==> config.mk <==
export PLATFORM = sky130hd
export DESIGN_NAME = i2c_reg_master
export DESIGN_NICKNAME = d
export VERILOG_FILES = /design/src/rtl/i2c_reg_master.sv
export SDC_FILE = /design/constraint.sdc
export NUM_CORES = 1
export LEC_CHECK = 0
export ABC_AREA = 1
export BUFFER_PORTS_ARGS = -buffer_cell sky130_fd_sc_hd__buf_2
export CAP_MARGIN = 20
export CORE_ASPECT_RATIO = 0.7
export CORE_MARGIN = 5
export CORE_UTILIZATION = 55
export DETAILED_ROUTE_END_ITERATION = 10
export PLACE_DENSITY = 0.81
export SLEW_MARGIN = 40
export SYNTH_ARGS = -nofsm -noshare
export SYNTH_HDL_FRONTEND = slang
export SYNTH_SLANG_ARGS = --single-unit
==> constraint.sdc <==
create_clock -name clk -period 2.4 [get_ports clk]
set_clock_uncertainty 0.15 [all_clocks]
set_input_delay 0.36 -clock clk [delete_from_list [all_inputs] [get_ports clk]]
set_output_delay 0.36 -clock clk [all_outputs]
set_load 0.01 [all_outputs]
==> src/rtl/i2c_reg_master.sv <==
`timescale 1ns/1ps
module i2c_reg_master #(
  parameter int HALF  = 10,
  parameter int LEN_W = 4
) (
  input  logic             clk,
  input  logic             rst_n,
  input  logic             cmd_valid,
  input  logic             cmd_read,
  input  logic [6:0]       cmd_addr,
  input  logic [7:0]       cmd_reg,
  input  logic [LEN_W-1:0] cmd_len,
  input  logic [7:0]       wr_data,
  output logic             wr_take,
  output logic [7:0]       rd_data,
  output logic             rd_valid,
  output logic             busy,
  output logic             done,
  output logic             err,
  output logic             scl_oe,
  input  logic             scl_i,
  output logic             sda_oe,
  input  logic             sda_i
);
  localparam int CW = $clog2(HALF + 1);

  typedef enum logic [3:0] {S_IDLE, S_ST1, S_ST2, S_BLO, S_BHI, S_RS0, S_SP1, S_SP2, S_SP3} st_t;
  typedef enum logic [2:0] {K_AW, K_REG, K_WD, K_AR, K_RD} kind_t;

  st_t              st;
  kind_t            kind;
  logic [CW-1:0]    cnt;
  logic [3:0]       bitn;
  logic [7:0]       sh;
  logic [LEN_W-1:0] left;
  logic             rd_q;
  logic [6:0]       addr_q;
  logic [7:0]       reg_q;
  logic             scl_low, sda_low;

  wire tx        = (kind != K_RD);
  wire last      = (left == LEN_W'(1));
  wire half_done = (cnt == CW'(HALF - 1));

  assign scl_oe = scl_low;
  assign sda_oe = sda_low;
  assign busy   = (st != S_IDLE);

  always_ff @(posedge clk or negedge rst_n) begin
    if (!rst_n) begin
      st <= S_IDLE; kind <= K_AW; cnt <= '0; bitn <= '0; sh <= '0; left <= '0;
      rd_q <= 1'b0; addr_q <= '0; reg_q <= '0; scl_low <= 1'b0; sda_low <= 1'b0;
      wr_take <= 1'b0; rd_data <= '0; rd_valid <= 1'b0; done <= 1'b0; err <= 1'b0;
    end else begin
      done <= 1'b0;
      wr_take <= 1'b0;
      rd_valid <= 1'b0;
      case (st)
        S_IDLE: begin
          cnt <= '0;
          if (cmd_valid) begin
            rd_q   <= cmd_read;
            addr_q <= cmd_addr;
            reg_q  <= cmd_reg;
            left   <= (cmd_len == '0) ? LEN_W'(1) : cmd_len;
            err    <= 1'b0;
            kind   <= K_AW;
            sh     <= {cmd_addr, 1'b0};
            bitn   <= '0;
            st     <= S_ST1;
          end
        end
        S_ST1: if (scl_i) begin
          if (half_done) begin cnt <= '0; sda_low <= 1'b1; st <= S_ST2; end
          else cnt <= cnt + 1'b1;
        end
        S_ST2: begin
          if (half_done) begin cnt <= '0; scl_low <= 1'b1; st <= S_BLO; end
          else cnt <= cnt + 1'b1;
        end
        S_BLO: begin
          if (cnt == '0)
            sda_low <= (bitn == 4'd8) ? (!tx && !last) : (tx && !sh[7]);
          if (half_done) begin cnt <= '0; scl_low <= 1'b0; st <= S_BHI; end
          else cnt <= cnt + 1'b1;
        end
        S_BHI: if (scl_i) begin
          if (!half_done) cnt <= cnt + 1'b1;
          else begin
            cnt <= '0;
            scl_low <= 1'b1;
            if (bitn != 4'd8) begin
              sh   <= {sh[6:0], sda_i};
              bitn <= bitn + 4'd1;
              st   <= S_BLO;
            end else begin
              bitn <= '0;
              st   <= S_BLO;
              if (tx && sda_i) begin
                err <= 1'b1;
                st  <= S_SP1;
              end else begin
                case (kind)
                  K_AW: begin kind <= K_REG; sh <= reg_q; end
                  K_REG: begin
                    if (rd_q) begin kind <= K_AR; sh <= {addr_q, 1'b1}; st <= S_RS0; end
                    else begin kind <= K_WD; sh <= wr_data; wr_take <= 1'b1; end
                  end
                  K_WD: begin
                    if (last) st <= S_SP1;
                    else begin left <= left - 1'b1; sh <= wr_data; wr_take <= 1'b1; end
                  end
                  K_AR: kind <= K_RD;
                  default: begin
                    rd_data  <= sh;
                    rd_valid <= 1'b1;
                    if (last) st <= S_SP1;
                    else left <= left - 1'b1;
                  end
                endcase
              end
            end
          end
        end
        S_RS0: begin
          if (cnt == '0) sda_low <= 1'b0;
          if (half_done) begin cnt <= '0; scl_low <= 1'b0; st <= S_ST1; end
          else cnt <= cnt + 1'b1;
        end
        S_SP1: begin
          if (cnt == '0) sda_low <= 1'b1;
          if (half_done) begin cnt <= '0; scl_low <= 1'b0; st <= S_SP2; end
          else cnt <= cnt + 1'b1;
        end
        S_SP2: if (scl_i) begin
          if (half_done) begin cnt <= '0; sda_low <= 1'b0; st <= S_SP3; end
          else cnt <= cnt + 1'b1;
        end
        S_SP3: begin
          if (half_done) begin cnt <= '0; done <= 1'b1; st <= S_IDLE; end
          else cnt <= cnt + 1'b1;
        end
        default: st <= S_IDLE;
      endcase
    end
  end

  p_idle_released_r1: assert property (@(posedge clk) disable iff (!rst_n)
    !busy |-> (!scl_oe && !sda_oe));

  p_sda_moves_low_r2: assert property (@(posedge clk) disable iff (!rst_n)
    (sda_low != $past(sda_low)) |-> ($past(scl_low) || $past(st) == S_ST1 || $past(st) == S_SP2));

  p_take_on_write_r3: assert property (@(posedge clk) disable iff (!rst_n)
    wr_take |-> !rd_q);

  p_valid_on_read_r4: assert property (@(posedge clk) disable iff (!rst_n)
    rd_valid |-> rd_q);

  p_ack_slot_free_r6: assert property (@(posedge clk) disable iff (!rst_n)
    (st == S_BLO && bitn == 4'd8 && kind != K_RD && cnt != '0) |-> !sda_oe);

  p_err_from_nack_r6: assert property (@(posedge clk) disable iff (!rst_n)
    $rose(err) |-> ($past(st) == S_BHI && $past(sda_i)));

  p_stretch_hold_r7: assert property (@(posedge clk) disable iff (!rst_n)
    (st == S_BHI && !scl_i) |=> $stable(cnt));

  p_done_idle_r9: assert property (@(posedge clk) disable iff (!rst_n)
    done |-> !busy);

  p_done_pulse_r9: assert property (@(posedge clk) disable iff (!rst_n)
    done |=> !done);
endmodule

---- Word level (Yosys, flattened, before mapping) ----
Cells that the tools add are included.
storage, ports and cells
  input bits .............................. 33
  output and inout port bits .............. 15
  bits in registers ....................... 57
  word-level logic and storage cells ...... 182
cells by class
  equality and inequality tests ........... 42
  bitwise logic cells ..................... 3
  reduce and logical (&&, ||, !) cells .... 32
  add/subtract/negate cells ............... 3
  muxes and demuxes ....................... 86
operators with widths
  operator                                             count
  2-to-1 mux 4 bit                                     26
  2-to-1 mux 8 bit                                     7
  inequality test 2 bit, second input constant         20
  case mux 4 bit (9 select lines)                      1
  2-to-1 mux 1 bit                                     31
  2-to-1 mux 3 bit                                     9
  case mux 8 bit (3 select lines)                      1
  equality test 4 x 3 -> 1 bit, second input constant  4
  case mux 4 bit (2 select lines)                      2
  case mux 8 bit (2 select lines)                      1
  AND reduction 8 bit                                  2
  AND reduction 7 bit                                  2
  equality test 4 bit, second input constant           3
  zero test 4 bit                                      3
  inequality test 4 bit, second input constant         3
  case mux 3 bit (2 select lines)                      2
  case mux 4 bit (3 select lines)                      1
  AND reduction 12 bit                                 1
  AND reduction 6 bit                                  2
  case mux 3 bit (3 select lines)                      1
  OR reduction 3 bit                                   3
  adder 4 x 1 -> 4 bit, second input constant          2
  equality test 4 x 1 -> 1 bit, second input constant  2
  equality test 4 x 2 -> 1 bit, second input constant  2
  other kinds (23)                                     35

---- Longest topological paths before layout ----
Gate-level depths: netlist (run 1).
  depth after elaboration ................. 8
  depth in mapped cells ................... 11
  mapped depth without buffers ............ 11

---- Least setup slack after synthesis (run 1) ----
OpenSTA, ideal clock, no wires.
  kind .................................... register to register
  from .................................... register cnt[1]
  to ...................................... register rd_data[1]
  arrival time ............................ 1.443 ns
  data required time ...................... 2.132 ns
  slack ................................... 0.689 ns
  stages on the path, launching flop included .. 9
  library setup time ...................... 0.118 ns
  path buffers ............................ 1
  period minus slack after synthesis ...... 1.711 ns
  cell sequence ........................... dfrtp_1 inv_1 ha_1 nand3_1 nor2_2 nand4_2 buf_6 nand2_1 o21ai_2
between the ends
  longest elaborated chain between the ends .. 2
RTL lines
  what                                  line  text
  start: declaration                    32    logic [CW-1:0] cnt;
  start signal: assignment              75    else cnt <= cnt + 1'b1;
  start signal: assignment              79    else cnt <= cnt + 1'b1;
  start signal: assignment              85    else cnt <= cnt + 1'b1;
  equality test 4 bit                   43    wire half_done = (cnt == CW'(HALF - 1));
  AND reduction 6 bit (no source line)  -
  end signal: assignment                115   rd_data <= sh;
  end: declaration                      15    output logic [7:0] rd_data,
Every way passes these cells.
A chain may end at the register's enable or synchronous reset.

---- Worst setup path after layout (run 1) ----
  from .................................... register st[3]
  to ...................................... output port busy
between the ends
  longest elaborated chain between the ends .. 1
RTL lines
  what                      line  text
  start: declaration        30    st_t st;
  start signal: assignment  51    st <= S_IDLE; kind <= K_AW; cnt <= '0; bitn <= '0; sh <= '0; left <= '0;
  start signal: assignment  70    st <= S_ST1;
  start signal: assignment  74    if (half_done) begin cnt <= '0; sda_low <= 1'b1; st <= S_ST2; end
  nonzero test 4 bit        47    assign busy = (st != S_IDLE);
  end: declaration          17    output logic busy,
Every way passes these cells.

==> results of run 1 <==
-- through the flow --
step / setup WS (ns) / util / cell area [sq um]
after floorplan: 0.689 / - / 3520
after global placement: 0.434 / 0.612 / 3800
after detailed placement: 0.372 / 0.612 / 3800
after CTS: 0.289 / 0.645 / 4010
after global routing: 0.172 / 0.645 / 4010
final: 0.277 / 0.645 / 4010
-- Yosys cell counts, drive strengths merged --
cell type	n	area share
a21boi	1	0.0021
a21oi	10	0.014
buf	11	0.029
clkbuf	2	0.0021
dfrtp	57	0.40
ha	7	0.025
inv	56	0.060
nand2	177	0.19
nand3	40	0.063
nand3b	1	0.0032
nand4	22	0.041
nor2	52	0.070
nor3	2	0.0043
o21ai	47	0.075
o22ai	1	0.0018
o31ai	1	0.0021
or2	1	0.0018
xor2	3	0.0075
-- cell type report --
type,instances,share of cell area
clock buffers,12,0.0387
clock inverters,3,0.00999
inverters,56,0.0524
multi-input cells,365,0.443
flip-flops and latches,57,0.356
well taps,78,0.0243
repair buffers,54,0.0755
-- routing by layer --
layer	routed length (um)	share of wire
met2	3680	0.42
met5	0	0
met4	114	0.013
met1	4280	0.49
met3	746	0.085
-- flip-flops by register name (all words and copies together), names as in the netlist, 3 cells and up --
name,flops
st,4
addr_q,7
bitn,4
left,4
sh,8
cnt,4
reg_q,8
rd_data,8
kind,3
-- power groups by stage --
stage / sequential [mW] / clock, mW / combinational [mW]
global route: 1.53 / 0.984 / 2.20
finish: 1.50 / 0.909 / 1.92
floorplan: 1.44 / 0 / 1.48
detailed placement: 1.51 / 0 / 1.89
CTS: 1.49 / 0.928 / 1.90
global placement: 1.49 / 0 / 1.85
-- worst reg2reg max path: stages, from the launching register on --
cell and delay [ns]:
dfrtp_1 0.50, inv_2 0.10, nand2_1 0.08, nor2_4 0.31, nand3_2 0.13, nand2_1 0.10
nand2_2 0.18, nand2_2 0.22, nand2_1 0.07, nand2_1 0.08, nand2_1 0.06
-- placed cells by master (no fill, tap or decap), types with 8 or more instances in the layout --
cell / Yosys / layout
nand2_1: 170 / 170
dfrtp_1: 57 / 57
inv_1: 49 / 49
buf_2: 3 / 47
nor2_1: 41 / 41
nand3_1: 36 / 36
o21ai_0: 36 / 36
nand4_1: 21 / 21
clkbuf_8: 0 / 11
a21oi_1: 10 / 10
o21ai_2: 8 / 8
-- kinds of logic after synthesis --
| logic type | Yosys count | share of synthesized area |
|---|---|---|
| and+or+nand+nor | 295 | 0.377 |
| buffers and inverters | 69 | 0.0906 |
| AOI/OAI and AO/OA | 60 | 0.0956 |
| DFF | 57 | 0.405 |
| adders and majority gates | 7 | 0.0249 |
| xor gates and xnor gates | 3 | 0.00746 |
-- worst max path at each step --
stage	from	endpoint	slack (ns)	cells past startpoint
6_report	st[3]	busy	0.28	3
5_1_grt	st[0]	sh[2]	0.17	10
4_1_cts	st[3]	busy	0.29	3
3_5_place_dp	st[3]	sh[2]	0.37	10
3_3_place_gp	st[3]	sh[2]	0.43	10
2_1_floorplan	cnt[1]	rd_data[1]	0.69	8
-- timing repair --
| action | 4_1_cts | 5_1_grt |
|---|---|---|
| endpoints found under the setup margin | 0 | 0 |
| hold endpoints to repair | 26 | 0 |
| resized for setup | 0 | 0 |
| hold buffers | 1 | 0 |
| buffers inserted | 0 | 0 |
==> out/metrics.csv, run 1 <==
metric,value,unit
outcome,completed,
worst slew pin tran,0.645,ns
final max-slew violation count,0,
Final Total Pwr,4.33,mW
vias in the first global route,3134,
worst-path fanout max,8,
Slew headroom,0.570,
Combinational Power Share,0.443,
Yosys cell types,29,
Num CTS Buffers,9,
met1 usage,0.353,
R2R cell count,10,
fillers,540,
largest net degree at the start of global routing,32,
Total GRT Usage,0.232,
met2 Track Usage GR,0.323,
fin cells,625,
Die Area,0.00813,sq mm
Hold EP,reg_q[7],
global-route wire length before repair,15100,um
worst reg2reg endpoint,sh[2],
nets,583,
leakage power,2.16,nW
syn_area_per_cell,7.17,sq um
hold depth,3,
maximum VDD drop,644,uV
crit path kind,flop to output port,
GPL Wtd Cong,0.991,
Multi-input gate area,0.00178,sq mm
# clock sinks,57,
Critical Path RT,1.89,ns
GR Util met3,0.0646,
Initial Util,0.567,
# DRC,0,
"Seq/Total Area, Yosys",0.405,
initial drt markers,280,
gr busiest metal,met1,
DR vias/cell,5.38,
Synth Net Count,531,
Ant. Diodes,0,
clock share of power,0.210,
initial antenna violation count,0,
number of cell rows,24,
Max Freq,0.471,GHz
Setup TNS Final,0,ns
Final HPWL DP,6580,um
die width,106,um
CTS tree,built,
I/O Pins,48,
PortBufs,47,
Worst-Skew Late Latency,0.35,ns
wire per inst,14.1,um
"Remaining Overflow, GRT",0,
CTS Root Cell,clkbuf_8,
Sequential Area,0.00143,sq mm
H-tree depth,3,
"Cell Area, Synth",0.00352,sq mm
Cell Pwr Density,1080,mW/mm^2
Total Wirelength,8820,um
Die Span Y,77.0,um
CTS Buffer Depth,2,
reg2reg setup slack,0.31,ns
CP Capture Type,output port,
Final Cycle Share,0.885,
worst-path cell chain,nor2_2 > nand2_1 > buf_2,
DRT antenna net count,0,
startpoint types,flop,
RSZ-0062 raised after global routing,no,
layout cells sized above 1,0.197,
Net Sw Power,1.91,mW
Yosys reg bits,57,
CP max stage cell,dfrtp_1,
Mapped Cells,491,
Crit path max-delay family,simple AND/OR/NAND/NOR gates,
Yosys warnings,0,
dpl cells,609,
area grow syn2layout,13.8,%
internal power,2.41,mW
min Tclk post-route,2.12,ns
Sw Share,0.442,
core area,0.00622,sq mm
worst reg2reg path startpoint,st[3],
Seq pwr share,0.346,
# setup viols final,0,
clock transition at the registers of the reported paths,0.06,ns
slowest cell delay on critical path,0.50,ns
Hold WC Path Type,input port to flop,
vias,3365,
CP Data Arrival Time,1.61,ns
Hold Crit Start,cmd_reg[7],
worst path buffer plus inverter count,1,
"Hold Vio Cnt, Final",0,
DRT Pass-1 Iters,5,
Max Cap Viol,0,
WHS,0.0641,ns
Note: power is estimated with default switching activity, not from simulation.
==> run 2, diff against run 1 <==
--- a/config.mk
+++ b/config.mk
@@ -10,9 +10,9 @@
 export CAP_MARGIN = 20
 export CORE_ASPECT_RATIO = 0.7
 export CORE_MARGIN = 5
-export CORE_UTILIZATION = 55
+export CORE_UTILIZATION = 58
 export DETAILED_ROUTE_END_ITERATION = 10
-export PLACE_DENSITY = 0.81
+export PLACE_DENSITY = 0.84
 export SLEW_MARGIN = 40
 export SYNTH_ARGS = -nofsm -noshare
 export SYNTH_HDL_FRONTEND = slang
==> out/metrics.csv, run 2 (same netlist as run 1, synthesis figures left out) <==
metric,value,unit,change
GPL Wtd Cong,0.896,,-9.5%
core area,0.00581,sq mm,-6.5%
"Hold Vio Cnt, Final",0,,unchanged
crit path kind,flop to output port,,
DRT antenna net count,0,,unchanged
CTS tree,built,,
Setup TNS Final,0,ns,unchanged
Critical Path RT,1.89,ns,about the same
Worst-Skew Late Latency,0.35,ns,about the same
# setup viols final,0,,unchanged
fin area,0.00397,sq mm,-0.94%
vias,3408,,+1.3%
Total Wirelength,9010,um,+2.2%
# clock sinks,57,,unchanged
RSZ-0062 raised after global routing,no,,
biggest regs,"rd_data: 8 flops, reg_q: 8 flops, sh: 8 flops",,
Slew headroom,0.574,,+0.00346
Initial Util,0.606,,+0.0393
Num CTS Buffers,9,,unchanged
layout cells sized above 1,0.197,,unchanged
Ant. Diodes,0,,unchanged
initial antenna violation count,0,,unchanged
placed cell area,0.00380,sq mm,about the same
"Remaining Overflow, GRT",0,,unchanged
Seq pwr share,0.355,,+0.009
Sw Share,0.459,,+0.0172
DRT Pass-1 Iters,5,,unchanged
Cell Pwr Density,1060,mW/mm^2,-1.7%
Total GRT Usage,0.250,,+0.0183
met2 Track Usage GR,0.362,,+0.0392
most frequent cells in the layout,"170 x nand2_1, 57 x dfrtp_1, 49 x inv_1",,
# Post-CTS Setup Buffers,0,,unchanged
CTS Root Cell,clkbuf_8,,
initial drt markers,290,,+3.6%
GR Util met3,0.0528,,-0.0118
Max Freq,0.463,GHz,-1.6%
die width,103,um,-2.4%
CP max stage cell,dfrtp_1,,
area grow syn2layout,12.8,%,
vias in the first global route,3150,,+0.51%
startpoint types,flop,,
Final Cycle Share,0.899,,+0.0144
Net Sw Power,1.94,mW,+1.2%
Die Area,0.00776,sq mm,-4.6%
worst slew pin tran,0.640,ns,-0.00519 ns
worst-path cell chain,nor2_2 > nand2_1 > buf_2,,
DR vias/cell,5.48,,+1.8%
wire per inst,14.5,um,+2.7%
slowest cell delay on critical path,0.50,ns,about the same
clock share of power,0.183,,-0.027
clock transition at the registers of the reported paths,0.06,ns,about the same
min Tclk post-route,2.16,ns,+0.0346 ns
leakage power,2.14,nW,-0.63%
number of cell rows,23,,-4.2%
# DRC,0,,unchanged
nets,583,,unchanged
final max-slew violation count,0,,unchanged
internal power,2.28,mW,-5.6%
"most common cell after layout, fill and taps aside",nand2_1,,
gr busiest metal,met1,,
maximum VDD drop,478,uV,-26%
I/O Pins,48,,unchanged
outcome,completed,,
CTS Buffer Depth,2,,unchanged
worst-path fanout max,8,,unchanged
Combinational Power Share,0.462,,+0.019
Max Cap Viol,0,,unchanged
H-tree depth,3,,unchanged
Hold WC Path Type,input port to flop,,
largest net degree at the start of global routing,32,,unchanged
met1 usage,0.367,,+0.0139
CP Data Arrival Time,1.65,ns,+0.04 ns
global-route wire length before repair,14900,um,-1.8%
Final HPWL DP,6710,um,+2.0%
PortBufs,47,,unchanged
Die Span Y,75.2,um,-2.3%
CTS resizes,0,,unchanged
CP Capture Type,output port,,
-- run 2: power by group through the flow --
stage | clock network, mW | registers [mW] | logic [mW]
detailed placement | 0 | 1.50 | 1.90
global placement | 0 | 1.49 | 1.84
global route | 0.825 | 1.53 | 2.23
floorplan | 0 | 1.44 | 1.48
CTS | 0.789 | 1.49 | 1.91
finish | 0.772 | 1.49 | 1.95
-- run 2: final timing paths --
path,startpoint,endpoint,slack (ns),cells after the start
setup / recovery,st[3],busy,0.24,3
hold / removal,cmd_reg[5],reg_q[5],0.07,3
setup reg to reg,st[3],sh[2],0.30,10
hold reg to reg,rd_data[5],rd_data[5],0.33,2
max in group asynchronous,rst_n,st[2],1.10,3
min in group asynchronous,rst_n,cnt[0],0.42,2
-- run 2: per-stage QoR --
step / std cells / util / hold slack (ns) / power (mW) / setup WS, ns
6_report: 622 / 0.683 / 0.0716 / 4.21 / 0.242
5_1_grt: 622 / 0.683 / 0.0631 / 4.58 / 0.106
4_1_cts: 622 / 0.683 / 0.0556 / 4.19 / 0.256
3_5_place_dp: 606 / 0.654 / 0.270 / 3.41 / 0.360
3_3_place_gp: 606 / 0.654 / 0.257 / 3.33 / 0.442
2_1_floorplan: 491 / - / -0.0856 / 2.92 / 0.689
-- run 2: final cells by class --
cell class / instances / area (sq um)
inverter: 56 / 210
sequential: 57 / 1430
fill: 495 / 1840
timing repair buffer: 54 / 303
clock buffer: 11 / 141
clock inverter: 4 / 20.0
multi-input combinational: 365 / 1780
tap: 75 / 93.8
-- run 2: layer usage --
metal | vias to the layer above | wire [um]
li1 | 1671 | -
met1 | 1559 | 4260
met2 | 159 | 3810
met3 | 19 | 772
met4 | 0 | 169
met5 | - | 0
-- run 2: repair_timing --
action                                  4_1_cts  5_1_grt
endpoints found under the setup margin        0        0
hold buffers                                  1        0
endpoints found under the hold margin        26        0
-- run 2: critical path, delay by kind of cell, from the launching register on --
kind	cells	cell delay, ns
AND/OR/NAND/NOR	2	0.59
buffers and inverters	1	0.21
flip-flops	1	0.50
==> run 3, diff against run 2 <==
--- a/config.mk
+++ b/config.mk
@@ -12,7 +12,7 @@
 export CORE_MARGIN = 5
 export CORE_UTILIZATION = 58
 export DETAILED_ROUTE_END_ITERATION = 10
-export PLACE_DENSITY = 0.84
+export PLACE_DENSITY = 0.8
 export SLEW_MARGIN = 40
 export SYNTH_ARGS = -nofsm -noshare
 export SYNTH_HDL_FRONTEND = slang
==> out/metrics.csv, run 3 (same netlist as run 1, synthesis figures left out) <==
metric,value,unit,change
Die Area,0.00776,sq mm,unchanged
Max Cap Viol,0,,unchanged
# setup viols final,0,,unchanged
wire per inst,14.3,um,-1.3%
worst-path fanout max,8,,unchanged
reg2reg setup slack,0.30,ns,about the same
initial drt markers,296,,+2.1%
Multi-input gate area,0.00178,sq mm,unchanged
Ant. Diodes,0,,unchanged
final max-slew violation count,0,,unchanged
initial antenna violation count,0,,unchanged
Critical Path RT,1.89,ns,about the same
CTS Hold Bufs,1,,unchanged
biggest regs,"rd_data: 8 flops, reg_q: 8 flops, sh: 8 flops",,
vias in the first global route,3112,,-1.2%
nets,583,,unchanged
leakage power,2.16,nW,+0.84%
clock transition at the registers of the reported paths,0.06,ns,about the same
Critical Path Start,st[3],,
Die Span Y,75.2,um,unchanged
Max Freq,0.469,GHz,+1.1%
number of cell rows,23,,unchanged
worst slew pin tran,0.629,ns,-0.0107 ns
outcome,completed,,
Worst-Skew Late Latency,0.35,ns,about the same
DR vias/cell,5.48,,about the same
Num CTS Buffers,9,,unchanged
layout cells sized above 1,0.197,,-0.000360
CP Capture Type,output port,,
# DRC,0,,unchanged
GPL Wtd Cong,0.891,,-0.57%
H-tree depth,3,,unchanged
most frequent cells in the layout,"170 x nand2_1, 57 x dfrtp_1, 49 x inv_1",,
# clock sinks,57,,unchanged
"most common cell after layout, fill and taps aside",nand2_1,,
I/O Pins,48,,unchanged
vias,3412,,+0.12%
DRT Pass-1 Iters,5,,unchanged
crit path kind,flop to output port,,
R2R cell count,10,,unchanged
"Hold Vio Cnt, Final",0,,unchanged
Hold WC Path Type,input port to flop,,
startpoint types,flop,,
dpl cells,606,,unchanged
CTS tree,built,,
CTS resizes,0,,unchanged
fin cells,623,,+0.16%
CTS Root Cell,clkbuf_8,,
Sequential Area,0.00143,sq mm,unchanged
Final HPWL DP,6680,um,-0.42%
min Tclk post-route,2.13,ns,-0.0243 ns
Cell Pwr Density,1090,mW/mm^2,+2.8%
Slew headroom,0.581,,+0.00714
Setup TNS Final,0,ns,unchanged
fillers,501,,+1.2%
CP Data Arrival Time,1.62,ns,-0.03 ns
worst reg2reg endpoint,sh[7],,
Total GRT Usage,0.247,,-0.00312
RSZ-0062 raised after global routing,no,,
maximum VDD drop,562,uV,+17%
core area,0.00581,sq mm,unchanged
# Post-CTS Setup Buffers,0,,unchanged
Final Cycle Share,0.889,,-0.0101
Total Wirelength,8910,um,-1.2%
worst reg2reg path startpoint,st[3],,
die width,103,um,unchanged
area grow syn2layout,14.1,%,
CTS Buffer Depth,2,,unchanged
"Remaining Overflow, GRT",0,,unchanged
PortBufs,47,,unchanged
CP endpoint,busy,,
largest net degree at the start of global routing,33,,+3.1%
Initial Util,0.606,,unchanged
DRT antenna net count,0,,unchanged
global-route wire length before repair,14600,um,-1.5%
-- run 3: cell count changes in the layout (fill, tap and decap cells not counted), sizes merged --
cell	change
bufinv	+1
clkinv	-3
clkbuf	+3
-- run 3: worst min-delay path by stage --
stage	from	to	slack (ns)	cells after the start
final	cmd_reg[4]	reg_q[4]	0.07	3
after global routing	cmd_reg[5]	reg_q[5]	0.08	3
after CTS	cmd_reg[6]	reg_q[6]	0.06	3
after detailed placement	rst_n	left[2]	0.26	1
after global placement	rst_n	left[2]	0.25	1
after floorplan	rst_n	addr_q[0]	-0.09	0
-- run 3: through the flow --
step           cell area (sq um)  setup WS [ns]  hold slack (ns)   util  power, mW
2_1_floorplan               3520          0.689          -0.0856      -       2.92
3_3_place_gp                3800          0.467            0.253  0.654       3.34
3_5_place_dp                3800          0.361            0.257  0.654       3.40
4_1_cts                     4020          0.285           0.0634  0.691       4.36
5_1_grt                     4020          0.120           0.0769  0.691       4.74
6_report                    4020          0.267           0.0714  0.691       4.38
-- run 3: layout make-up --
type	instances	share of cell area
clock buffer	14	0.0430
clock inverter	2	0.00872
sequential	57	0.355
multi-input combinational	365	0.442
inverter	56	0.0523
timing repair buffer	54	0.0754
tap	75	0.0234
-- run 3: metal layers --
| layer | up-vias | global-route usage | part of all wire |
|---|---|---|---|
| met5 | - | 0 | 0 |
| met4 | 0 | 0.0934 | 0.020 |
| met3 | 22 | 0.0528 | 0.091 |
| met2 | 163 | 0.353 | 0.42 |
| met1 | 1552 | 0.369 | 0.47 |
| li1 | 1675 | - | - |
-- run 3: worst max-delay path, cell delays in order, from the launching register on --
cell     delay [ns]
dfrtp_1        0.51
nor2_2         0.32
nand2_1        0.25
buf_2          0.20
-- run 3: where the power goes --
part	leakage [nW]	total, mW	switching [mW]	internal, mW
Combinational	1.32	1.94	1.33	0.613
Sequential	0.730	1.50	0.220	1.28
Clock	0.107	0.945	0.381	0.564
